**src/rtl/cbs_pkg.sv**
```systemverilog
package cbs_pkg;
    localparam int WORD_W = 16;

    localparam logic [WORD_W-1:0] BURST_SYNC_A = 16'hF872;
    localparam logic [WORD_W-1:0] BURST_SYNC_B = 16'h4E1F;
    localparam logic [WORD_W-1:0] PK_SYNC_HI   = 16'h1FFF;
    localparam logic [WORD_W-1:0] PK_SYNC_MID  = 16'hE800;
    localparam logic [11:0]       PK_SYNC_LO12 = 12'h07F;

    typedef enum logic [2:0] {
        PA_IDLE,
        PA_Z1,
        PA_Z2,
        PA_Z3,
        PA_Z4,
        PA_SYNC_A,
        PA_TAKE_INFO,
        PA_TAKE_LEN
    } pa_state_t;

    typedef enum logic [1:0] {
        PK_IDLE,
        PK_HI,
        PK_MID
    } pk_state_t;

    typedef enum logic {
        HT_OFF,
        HT_HOLD
    } ht_state_t;
endpackage

```
**src/rtl/cbs_burst_sync.sv**
```systemverilog
module cbs_burst_sync
    import cbs_pkg::*;
(
    input  logic              clk,
    input  logic              rst_n,
    input  logic [WORD_W-1:0] word_i,
    input  logic              vld_i,
    output logic              hit_o,
    output logic [WORD_W-1:0] info_o,
    output logic [WORD_W-1:0] len_o
);
    pa_state_t state_q, state_d;
    logic      is_zero;

    assign is_zero = (word_i == '0);

    // state register
    always_ff @(posedge clk) begin
        if (!rst_n) begin
            state_q <= PA_IDLE;
        end else begin
            state_q <= state_d;
        end
    end

    // next state and detection pulse
    always_comb begin
        state_d = state_q;
        hit_o   = 1'b0;
        if (vld_i) begin
            unique case (state_q)
                PA_IDLE:      state_d = is_zero ? PA_Z1 : PA_IDLE;
                PA_Z1:        state_d = is_zero ? PA_Z2 : PA_IDLE;
                PA_Z2:        state_d = is_zero ? PA_Z3 : PA_IDLE;
                PA_Z3:        state_d = is_zero ? PA_Z4 : PA_IDLE;
                PA_Z4: begin
                    if (is_zero) begin
                        state_d = PA_Z4;
                    end else if (word_i == BURST_SYNC_A) begin
                        state_d = PA_SYNC_A;
                    end else begin
                        state_d = PA_IDLE;
                    end
                end
                PA_SYNC_A: begin
                    if (word_i == BURST_SYNC_B) begin
                        state_d = PA_TAKE_INFO;
                        hit_o   = 1'b1;
                    end else begin
                        state_d = is_zero ? PA_Z1 : PA_IDLE;
                    end
                end
                PA_TAKE_INFO: state_d = PA_TAKE_LEN;
                PA_TAKE_LEN:  state_d = PA_IDLE;
                default:      state_d = PA_IDLE;
            endcase
        end
    end

    // header word capture
    always_ff @(posedge clk) begin
        if (!rst_n) begin
            info_o <= '0;
            len_o  <= '0;
        end else if (vld_i) begin
            if (state_q == PA_TAKE_INFO) begin
                info_o <= word_i;
            end
            if (state_q == PA_TAKE_LEN) begin
                len_o <= word_i;
            end
        end
    end
endmodule

```
**src/rtl/cbs_pk_sync.sv**
```systemverilog
module cbs_pk_sync
    import cbs_pkg::*;
(
    input  logic              clk,
    input  logic              rst_n,
    input  logic [WORD_W-1:0] word_i,
    input  logic              vld_i,
    output logic              hit_o
);
    pk_state_t state_q, state_d;
    logic      is_hi;

    assign is_hi = (word_i == PK_SYNC_HI);

    always_ff @(posedge clk) begin
        if (!rst_n) begin
            state_q <= PK_IDLE;
        end else begin
            state_q <= state_d;
        end
    end

    always_comb begin
        state_d = state_q;
        hit_o   = 1'b0;
        if (vld_i) begin
            unique case (state_q)
                PK_IDLE: state_d = is_hi ? PK_HI : PK_IDLE;
                PK_HI: begin
                    if (word_i == PK_SYNC_MID) begin
                        state_d = PK_MID;
                    end else begin
                        state_d = is_hi ? PK_HI : PK_IDLE;
                    end
                end
                PK_MID: begin
                    if (word_i[WORD_W-1:4] == PK_SYNC_LO12) begin
                        hit_o   = 1'b1;
                        state_d = PK_IDLE;
                    end else begin
                        state_d = is_hi ? PK_HI : PK_IDLE;
                    end
                end
                default: state_d = PK_IDLE;
            endcase
        end
    end
endmodule

```
**src/rtl/cbs_hold_timer.sv**
```systemverilog
module cbs_hold_timer
    import cbs_pkg::*;
#(
    parameter int HOLD_FRAMES = 4096
) (
    input  logic clk,
    input  logic rst_n,
    input  logic hit_i,
    input  logic frame_i,
    output logic flag_o
);
    localparam int CNT_W = (HOLD_FRAMES > 1) ? $clog2(HOLD_FRAMES) : 1;
    localparam logic [CNT_W-1:0] CNT_LAST = CNT_W'(HOLD_FRAMES - 1);

    ht_state_t        state_q, state_d;
    logic [CNT_W-1:0] cnt_q, cnt_d;

    always_ff @(posedge clk) begin
        if (!rst_n) begin
            state_q <= HT_OFF;
            cnt_q   <= '0;
        end else begin
            state_q <= state_d;
            cnt_q   <= cnt_d;
        end
    end

    always_comb begin
        state_d = state_q;
        cnt_d   = cnt_q;
        unique case (state_q)
            HT_OFF: begin
                if (hit_i) begin
                    state_d = HT_HOLD;
                    cnt_d   = '0;
                end
            end
            HT_HOLD: begin
                if (hit_i) begin
                    cnt_d = '0;
                end else if (frame_i) begin
                    if (cnt_q == CNT_LAST) begin
                        state_d = HT_OFF;
                        cnt_d   = '0;
                    end else begin
                        cnt_d = cnt_q + 1'b1;
                    end
                end
            end
            default: begin
                state_d = HT_OFF;
                cnt_d   = '0;
            end
        endcase
    end

    assign flag_o = (state_q == HT_HOLD);
endmodule

```
**src/rtl/cbs_detect.sv**
```systemverilog
module cbs_detect
    import cbs_pkg::*;
#(
    parameter int HOLD_FRAMES = 4096
) (
    input  logic        clk,
    input  logic        rst_n,
    input  logic [15:0] word_i,
    input  logic        word_vld_i,
    input  logic        frame_i,
    output logic        burst_flag_o,
    output logic        pk_flag_o,
    output logic        any_flag_o,
    output logic [15:0] burst_info_o,
    output logic [15:0] burst_len_o
);
    localparam int N_KIND = 2;

    logic [N_KIND-1:0] hit;
    logic [N_KIND-1:0] flag;

    cbs_burst_sync u_burst (
        .clk    (clk),
        .rst_n  (rst_n),
        .word_i (word_i),
        .vld_i  (word_vld_i),
        .hit_o  (hit[0]),
        .info_o (burst_info_o),
        .len_o  (burst_len_o)
    );

    cbs_pk_sync u_pk (
        .clk    (clk),
        .rst_n  (rst_n),
        .word_i (word_i),
        .vld_i  (word_vld_i),
        .hit_o  (hit[1])
    );

    for (genvar g = 0; g < N_KIND; g++) begin : g_hold
        cbs_hold_timer #(.HOLD_FRAMES(HOLD_FRAMES)) u_timer (
            .clk     (clk),
            .rst_n   (rst_n),
            .hit_i   (hit[g]),
            .frame_i (frame_i),
            .flag_o  (flag[g])
        );
    end

    assign burst_flag_o = flag[0];
    assign pk_flag_o    = flag[1];
    assign any_flag_o   = |flag;
endmodule

```
**config.mk**
```make
export PLATFORM = sky130hd
export DESIGN_NAME = cbs_detect
export DESIGN_NICKNAME = d
export VERILOG_FILES = /design/src/rtl/cbs_pkg.sv /design/src/rtl/cbs_burst_sync.sv /design/src/rtl/cbs_pk_sync.sv /design/src/rtl/cbs_hold_timer.sv /design/src/rtl/cbs_detect.sv
export SDC_FILE = /design/constraint.sdc
export NUM_CORES = 1
export LEC_CHECK = 0
export BUFFER_PORTS_ARGS = -buffer_cell sky130_fd_sc_hd__buf_2
export CAP_MARGIN = 20
export CELL_PAD_IN_SITES_DETAIL_PLACEMENT = 0
export CELL_PAD_IN_SITES_GLOBAL_PLACEMENT = 1
export CORE_MARGIN = 5
export CORE_UTILIZATION = 40
export DETAILED_ROUTE_END_ITERATION = 8
export PLACE_DENSITY_LB_ADDON = 0.1
export SLEW_MARGIN = 20
export SYNTH_ARGS = -nofsm -noshare
export SYNTH_HDL_FRONTEND = slang
export SYNTH_SLANG_ARGS = --single-unit
```
**constraint.sdc**
```tcl
create_clock -name clk -period 2.6 [get_ports clk]
set_clock_uncertainty 0.2 [all_clocks]
set_input_delay 0.39 -clock clk [delete_from_list [all_inputs] [get_ports clk]]
set_output_delay 0.39 -clock clk [all_outputs]
set_load 0.01 [all_outputs]
```
==> results.md <==
- Adder-cell area share of the yosys netlist: 0.008654
- DRT antenna net count: 0
- DIE AREA: 0.009029 sq mm
- Worst-skew pair later-pin latency: 0.34 ns
- P per Cell Area: 544.5 mW/mm^2
- Vias per Instance: approximately 5.2
- Worst endpoint data arrival time: between 2 and 2.5 ns
- GRT overflow: 0
- Routed via count: 2725
- Fraction of layout cells with a size suffix above 1: 0.2009
- First-pass GRT wire length: 12370 um
- Layout net count: 440
- Slew Limit Fails: 0
- RSZ-0062 raised after global routing: false
- Seq. cell area: 0.001261 sq mm
- I/O pin total: 55
- Multiplexer share of the synthesized area: 0
- Most frequent cell after synthesis: nand2_1
- Post-synth EDFFs: 0
- Cts repair resizes: 0
- Maximum vdd drop: roughly 260 uV
- Synth top cells by count: nand2_1, dfxtp_1, a21boi_0
- Initial core utilization: 0.4052
- Seq/Total Area, Yosys: 0.4362
- Ys flop type: dfxtp_1
- Achievable Freq: ~0.48 GHz
- Root buffer cell: clkbuf_8
- Setup violations, final: 0
- Post-Syn Area: around 0.0029 sq mm
- Status: complete, no violations
- Hold/Removal Path Class: input pin to flop
- Routed len/inst: about 14 um
- Worst Max-Slew Pin Slew: about 0.64 ns
- Main combinational cell family by area after synthesis: simple AND/OR/NAND/NOR gates
- Post-CTS Setup Bufs: 0
- Endpoints failing hold: 0
- Initial DRC count: 84
- Number of port buffers: 54
- Max_cap viols: 0
- Post-Syn Nets: 384
- Post-Synth Simple-Gate Area: 0.3146
- Crit path kind: input pin to flop
- Largest net degree at the start of global routing: 19
- Initial antenna violation count: 0
- Total wire length: 7453 um
- Syn_area_per_cell: 7.988 sq um
- Total GRT Usage: 0.1775
- Hold-fix buffers, CTS: 0
- Util after Layout: 0.4858
- Area delta synth->final: 19.90%
- DRC Markers: 0
- Power, Total: 0.001888 W
- Top cells by area, synth: dfxtp_1, nand2_1, a21boi_0
- Async set-reset flop share out of synthesis: 0
- Core area: 0.007137 sq mm
- Rel. slew slack: 0.5729
- Area leader, netlist: dfxtp_1
- Post-synth top area share: 0.4362
- H-tree depth: 3
- RD Place Congestion: between 0.8 and 0.9
- HPWL Detailed: 5467 um
- Multi-input gate area in the final layout: 0.001550 sq mm
- Post-synthesis xor/xnor area fraction: 0.03332
- Drt pass-1 iters: 4
- CTS max path bufs: 2
- Final Critical Period: 2.098 ns
- # rows: 31
- Clock transition at path regs: around 0.070 ns
- Fin crit share: 0.8068
- P_leak: 1.309 nW
- Cts bufs inserted: 9
- R2R Setup Slk: approximately 0.66 ns
- Synth Instances: roughly 360
- Compound-Gate Fraction of Synth Area: 0.1796
- Die span in y: roughly 95 um
- Setup TNS: 0 ns
- Diode count: 0
- Die W: about 95 um
- Synth warnings: 0
- CTS sink count: 63
- Critical Path RT: approximately 2.6 ns
- Yosys reg bits: 63
- Startpoint Class: input pin
- Critical path peak fanout: 12
- CTS tree: yes
- Worst setup EP type: flop
- Vias in the first global route: 2643
- Fill count: between 700 and 800
- Count of different cell masters after synthesis: 42
==> metal layers <==
metal | routed length, um | up-vias | global-route usage
met3 | 489 | 7 | 0.06156
met2 | 3444 | 67 | 0.2901
met4 | 80 | 0 | 0.06490
li1 | - | 1379 | -
met1 | 3438 | 1272 | 0.2158
met5 | 0 | - | 0
==> kinds of logic (layout without fill, tap and decap cells) <==
family                   Yosys count  count (layout)
AO/OA/AOI/OAI                     73              73
XOR/XNOR                          11              11
adder cells (fa/ha/maj)            2               2
buffers and inverters             19              80
flip-flops                        63              63
AND/OR/NAND/NOR                  194             194
==> flip-flops by register name (all words and copies together), names as in the netlist <==
| signal | flops |
|---|---|
| u_burst.state_q | 3 |
| u_burst.info_o | 16 |
| g_hold.u_timer.flag_o | 2 |
| g_hold.u_timer.cnt_q | 24 |
| u_pk.state_q | 2 |
| u_burst.len_o | 16 |
==> worst paths after layout <==
check,from,to,cells past startpoint
setup / recovery,word_i[15],g_hold[0].u_timer.cnt_q[11],7
hold / removal,word_i[0],u_burst.len_o[0],3
setup reg to reg,u_burst.state_q[2],u_burst.info_o[5],4
hold reg to reg,u_burst.len_o[2],u_burst.len_o[2],2
==> metrics by stage <==
| stage | worst slack [ns] | cell area, sq um | hold slack, ns | instances |
|---|---|---|---|---|
| global route | 0.4087 | 3467 | 0.1302 | 522 |
| finish | 0.5024 | 3467 | 0.1375 | 522 |
| CTS | 0.5206 | 3467 | 0.1264 | 522 |
| floorplan | 0.4392 | 2892 | 0.2441 | 362 |
| global placement | 0.2071 | 3269 | 0.2498 | 506 |
| detailed placement | 0.1546 | 3269 | 0.2534 | 506 |
==> placed cells by master, fill, tap and decap left out, drive strengths merged, types with 2 or more instances in the layout <==
master	count
nand2	90
dfxtp	63
buf	61
a21boi	34
nor2	29
nand3	16
nand4	14
a21oi	13
nor3	12
and3	9
o21ai	9
clkbuf	9
xor2	8
or3	4
a31oi	4
clkinvlp	4
or2	3
inv	3
a311oi	3
xnor2	3
and2	3
nor2b	2
nor4	2
nand4b	2
o22ai	2
nand3b	2
ha	2
or4	2
clkinv	2
==> final cells by class <==
class                      instances  area share
multi-input combinational        280      0.4471
sequential                        63      0.3638
timing repair buffer              61     0.09311
clock buffer                       9     0.03573
tap                               99     0.03573
clock inverter                     7     0.02129
inverter                           3    0.003248
==> critical path, cell delays in order <==
cell,delay (ns)
buf_2,0.13
and4bb_2,0.30
nand4_1,0.16
or4_4,0.60
o41ai_4,0.22
buf_4,0.23
a311oi_1,0.06
==> power by group <==
group	total (W)	internal (W)	switching (W)
clock	0.000847	0.000441	0.000406
combinational	0.0000725	0.0000277	0.0000449
sequential	0.000968	0.000965	0.00000266
total	0.00189	0.00143	0.000454
Note: power is estimated with default switching activity, not from simulation.
